<file path="src/rtl/vec_bank_lsu.sv">
module vec_bank_lsu #(
  parameter int DW    = 16,
  parameter int AW    = 10,
  parameter int LANES = 4
) (
  input  logic                  clk,
  input  logic                  rst_n,
  input  logic                  req_valid,
  output logic                  req_ready,
  input  logic                  req_store,
  input  logic [AW-1:0]         req_addr,
  input  logic [LANES*DW-1:0]   req_wdata,
  output logic                  rsp_valid,
  input  logic                  rsp_ready,
  output logic                  rsp_fault,
  output logic [LANES*DW-1:0]   rsp_data,
  output logic [LANES-1:0]      bank_en,
  output logic [LANES-1:0]      bank_we,
  output logic [LANES*(AW-$clog2(LANES))-1:0] bank_row,
  output logic [LANES*DW-1:0]   bank_wdata,
  input  logic [LANES*DW-1:0]   bank_rdata
);
  localparam int OW = $clog2(LANES);
  localparam int RW = AW - OW;

  logic fire, misal, go, rsp_load;

  assign req_ready = !rsp_valid || rsp_ready;
  assign fire      = req_valid && req_ready;
  assign misal     = |req_addr[OW-1:0];
  assign go        = fire && !misal;

  for (genvar k = 0; k < LANES; k++) begin : g_lane
    assign bank_en[k]                = go;
    assign bank_we[k]                = go && req_store;
    assign bank_row[k*RW +: RW]      = req_addr[AW-1:OW];
    assign bank_wdata[k*DW +: DW]    = req_wdata[k*DW +: DW];
  end

  always_ff @(posedge clk) begin
    if (!rst_n) begin
      rsp_valid <= 1'b0;
      rsp_fault <= 1'b0;
      rsp_load  <= 1'b0;
    end else if (fire) begin
      rsp_valid <= 1'b1;
      rsp_fault <= misal;
      rsp_load  <= !req_store && !misal;
    end else if (rsp_ready) begin
      rsp_valid <= 1'b0;
    end
  end

  assign rsp_data = (rsp_valid && rsp_load) ? bank_rdata : '0;


  a_r1_store_all_banks: assert property (@(posedge clk) disable iff (!rst_n)
    (req_valid && req_ready && req_store && req_addr[OW-1:0] == '0) |-> (&bank_en && &bank_we));

  a_r3_no_bank_on_fault: assert property (@(posedge clk) disable iff (!rst_n)
    (req_valid && req_ready && req_addr[OW-1:0] != '0) |-> (bank_en == '0));
  a_r3_fault_flag: assert property (@(posedge clk) disable iff (!rst_n)
    (req_valid && req_ready && req_addr[OW-1:0] != '0) |=> (rsp_valid && rsp_fault && rsp_data == '0));

  a_r4_rsp_next: assert property (@(posedge clk) disable iff (!rst_n)
    (req_valid && req_ready) |=> rsp_valid);

  a_r5_hold: assert property (@(posedge clk) disable iff (!rst_n)
    (rsp_valid && !rsp_ready) |=> (rsp_valid && $stable(rsp_fault)));
  a_r5_no_accept: assert property (@(posedge clk) disable iff (!rst_n)
    (rsp_valid && !rsp_ready) |-> !req_ready);
endmodule

</file>
<file path="config.mk">
export PLATFORM = sky130hd
export DESIGN_NAME = vec_bank_lsu
export DESIGN_NICKNAME = d
export VERILOG_FILES = /design/src/rtl/vec_bank_lsu.sv
export SDC_FILE = /design/constraint.sdc
export NUM_CORES = 1
export LEC_CHECK = 0
export ABC_AREA = 1
export CAP_MARGIN = 5
export CORE_AREA = 2 2 123 125
export CTS_CLUSTER_SIZE = 40
export DETAILED_ROUTE_END_ITERATION = 16
export DIE_AREA = 0 0 125 127
export MAX_ROUTING_LAYER = met4
export PLACE_DENSITY = 0.48
export SYNTH_ARGS = -nofsm -noshare
export SYNTH_HDL_FRONTEND = slang
export SYNTH_SLANG_ARGS = --single-unit
</file>
<file path="constraint.sdc">
create_clock -name clk -period 1.6 [get_ports clk]
set_clock_uncertainty 0.1 [all_clocks]
set_input_delay 0.24 -clock clk [delete_from_list [all_inputs] [get_ports clk]]
set_output_delay 0.24 -clock clk [all_outputs]
set_load 0.03 [all_outputs]
</file>
-- After elaboration in Yosys (flattened, before gate mapping)
Index checks and enable logic that the tools add are counted.
W data, S select, Z words.
- output and inout bits: 171
- memories kept: 0
- word-level logic and storage cells: 17
- memory bits (read-only): 0
- register bits: 3
- bits of input ports: 143
- bits in latches: 0
- RAM bits: 0
- shift operators: 0
- multiply operators: 0
- bitwise gates (word level): 0
- reductions and logical operators: 11
- order comparisons: 0
- add/sub/neg operators: 0
- eq/ne operators: 0
- muxes and demuxes: 3
- divide/modulo/power cells: 0
- operators with widths (operator ; count):
    $mux W64 ; 1
    $logic_and A1 B1 Y1 ; 5
    $logic_not A1 Y1 ; 3
    $mux W1 ; 2
    $reduce_bool A2 Y1 ; 1
    $reduce_or A2 Y1 ; 1
    $logic_or A1 B1 Y1 ; 1

-- Depth between registers and ports, before layout
- word-level depth: 5
- gate-level depth with buffers: 5

-- Worst setup path before layout
No wires, ideal clock.
- path type: register to output
- start point: register rsp_valid
- end point: output port bank_we[1]
- setup slack: -0.478 ns
- path buffers: 1
- required time: 1.260 ns
- cell stages (with the launch flop): 5
- arrival time: 1.738 ns
- cell sequence: dfxtp_1 -> nand2_1 -> nand4_1 -> nor2_1 -> buf_4
- word-level cells in the longest chain between the ends: 5
- RTL lines (what ; RTL line ; RTL):
    start: declaration ; 13 ; output logic rsp_valid,
    start signal: assignment ; 42 ; rsp_valid <= 1'b0;
    start signal: assignment ; 46 ; rsp_valid <= 1'b1;
    start signal: assignment ; 50 ; rsp_valid <= 1'b0;
    $logic_not A1 Y1 ; 28 ; assign req_ready = !rsp_valid || rsp_ready;
    $logic_or A1 B1 Y1 ; 28 ;
    named net req_ready ; 9 ; output logic req_ready,
    $logic_and A1 B1 Y1 ; 29 ; assign fire = req_valid && req_ready;
    $logic_and A1 B1 Y1 ; 31 ; assign go = fire && !misal;
    $logic_and A1 B1 Y1 ; n/a ;
    end: declaration ; 18 ; output logic [LANES-1:0] bank_we,
The timed path passes the listed nets, and every way through them passes these cells.

-- Worst setup path after layout
- start point: register rsp_valid
- end point: output port bank_we[0]
- word-level cells in the longest chain between the ends: 5
- RTL lines (what ; RTL line ; RTL):
    $logic_not A1 Y1 ; 28 ;
    $logic_or A1 B1 Y1 ; 28 ;
    $logic_and A1 B1 Y1 ; 29 ;
    $logic_and A1 B1 Y1 ; 31 ;
    $logic_and A1 B1 Y1 ; 35 ; assign bank_we[k] = go && req_store;
Every way passes these cells.

==> results.yml <==
timing:
  finalSetupTns_ns: 0
  final_max_slew_viol_count: 0
  fin_crit_sh: 0.9540
  setup_viol: 0
  relSlewSlack: 0.7855
  fmax_mhz: 655.1
  worst_slack_ns: 0.07353
  tightest_slew_ns: 0.3231
  grt_setup_unrepaired: "false"
  finalCriticalPeriod_ns: 1.526
  finalHoldViolCount: 0
final_layout:
  register_area_sq_um: 63.81
  design_area_sq_mm: 0.002379
  multi_input_area_sq_um: 347.8
  area_growth_pct: 59.88
  fin_util: 0.1649
  final_layout_size_suffix_gt1_frac: 0.3029
  antennaDiodeCount: 0
  fillers: 1628
  nets: 451
die:
  io-pin-count: 314
  rows: 44
  die_area_sq_mm: 0.01588
  initial_core_util: 0.1031
  die_h_um: 127
  fp.coreArea_sq_mm: 0.01442
  die_w_um: 125
setup_path:
  ff2ff_path_depth: 5
  crit_arrival_ns: 1.19
  r2r_start: "rsp_valid"
  critPathLaunchType: "flip-flop"
  critical_path_class: "flip-flop to primary output"
  rr_endpoint: "rsp_load"
  cp.required_ns: 1.26
  crit_fanout: 4
  critPathLaunch: "rsp_valid"
  r2r_setup_slack_ns: 0.65
  setup.worst_path.end_class: "primary output"
  critPathCapture: "bank_we[0]"
power:
  p_leak_nw: 1.376
  max-vdd-ir-drop_mv: 0.3719
  cellPowerDensity_mw_per_mm2: 332.3
  fin_total_pwr_mw: 0.7905
synthesis:
  synth_area_per_cell_sq_um: 5.678
  yosys_warnings: 0
  synth_seq_cells: 3
  synth.distinct_cells: 9
  synthesis.nets: 405
  syn_area_sq_mm: 0.001488
  syn_inst: 262
  yosysSeqAreaShare: 0.04037
global_route:
  antenna_found_initial: 0
  grt-ovfl-total: 0
  grt_pass1_wl_um: 7093
  grt_max_degree: 32
  grt_pass1_vias: 1390
  grtUsageTotal: 0.05735
clocking:
  clockBufferDepth: 2
  cts_hold_buffers: 0
  cts_sinks: 3
  htree_levels: 1
  cts_buffers: 3
  clock_latency_ns: 0.22
  clkTransAtPathRegs_ns: 0.03
  clockRootBuffer: "clkbuf_16"
  cts_tree: "yes"
detailed_routing:
  wl_per_cell_um: 9.947
  ant_nets: 0
  wirelength_um: 4884
  drt-pass1-iter-count: 2
  viasPerCell: 3.022
  vias: 1484
  drt-initial-drc-count: 25
  drc: 0
placement:
  dpl_cell_area_sq_mm: 0.002212
  numPortBuffers: 145
  dp_hpwl_um: 3910
  place_congestion: 0.7545
  pre_cts_ws_ns: -0.1775
run_status:
  status: "finished clean"
flow_run:
  maxCapViolCount: 0
worst_hold_path:
  hold_class: "input port to flip-flop"
## layer usage
| metal | share of wire | global-route usage |
|---|---|---|
| met1 | 0.30 | 0.04620 |
| met2 | 0.43 | 0.08792 |
| met3 | 0.20 | 0.04188 |
| met4 | 0.067 | 0.04771 |
| met5 | 0 | - |
## layout by cell type, fill, tap and decap left out, drive strengths merged
cell           instances
nor2                  68
dfxtp                  3
nand2                  7
buf                   78
a21oi                  3
clkbuf                 4
nand4                  1
inv                   71
dlygate4sd2            5
dlymetal6s2s           1
clkdlybuf4s50         66
## registers in the layout, summed over array words and instances (netlist names)
signal and flops:
rsp_valid 1, rsp_load 1, rsp_fault 1
## synthesized netlist by cell type
library cell / instances / area, sq um
a21oi_1: 3 / 15.01
buf_4: 103 / 773.2
clkbuf_8: 6 / 82.58
dfxtp_1: 3 / 60.06
inv_1: 71 / 266.5
nand2_1: 6 / 22.52
nand2_2: 1 / 6.260
nand4_1: 1 / 6.260
nor2_1: 68 / 255.2
## cell families after synthesis
group           synth area share
compound gates           0.01009
simple gates              0.1951
flops                    0.04037
buf+inv                   0.7544
## worst max-delay path, cell delays in order, from the launching register on
cell and delay, ns:
dfxtp_4 0.35, nand2_4 0.06, nand4_1 0.09, buf_6 0.15
nor2_4 0.16, buf_6 0.15
## worst min path at each step
| stage | start | to | cells past startpoint |
|---|---|---|---|
| after detailed placement | rsp_load | rsp_load | 2 |
| after CTS | req_valid | rsp_valid | 3 |
| final | req_addr[1] | rsp_load | 6 |
| after floorplan | rst_n | rsp_fault | 2 |
| after global routing | req_addr[1] | rsp_load | 6 |
| after global placement | rsp_load | rsp_load | 2 |
## power by group
part	leakage (nW)	total (mW)	internal [mW]	switching, mW
Sequential	0.0253	0.0843	0.0794	0.00492
Clock	0.0382	0.393	0.329	0.0647
Combinational	1.31	0.313	0.195	0.118
Total	1.38	0.790	0.603	0.187
## area by class of cell
cell class,instances,share of cell area
timing repair buffer,150,0.5850
multi-input combinational,79,0.1462
inverter,71,0.1120
tap,184,0.09679
clock buffer,4,0.03314
sequential,3,0.02683
## what timing repair did
action,4_1_cts,5_1_grt
pin swaps,2,3
endpoints found under the hold margin,0,0
setup buffers,1,1
gates resized for setup,22,2
setup endpoints to repair,68,19
cloned,1,0
## per-stage QoR
stage / hold slack, ns / cells
finish: 0.2967 / 491
global route: 0.3560 / 491
CTS: 0.3501 / 490
detailed placement: 0.3708 / 484
global placement: 0.3694 / 484
floorplan: 0.2627 / 262
No activity file was read; power rests on OpenSTA's default activity.
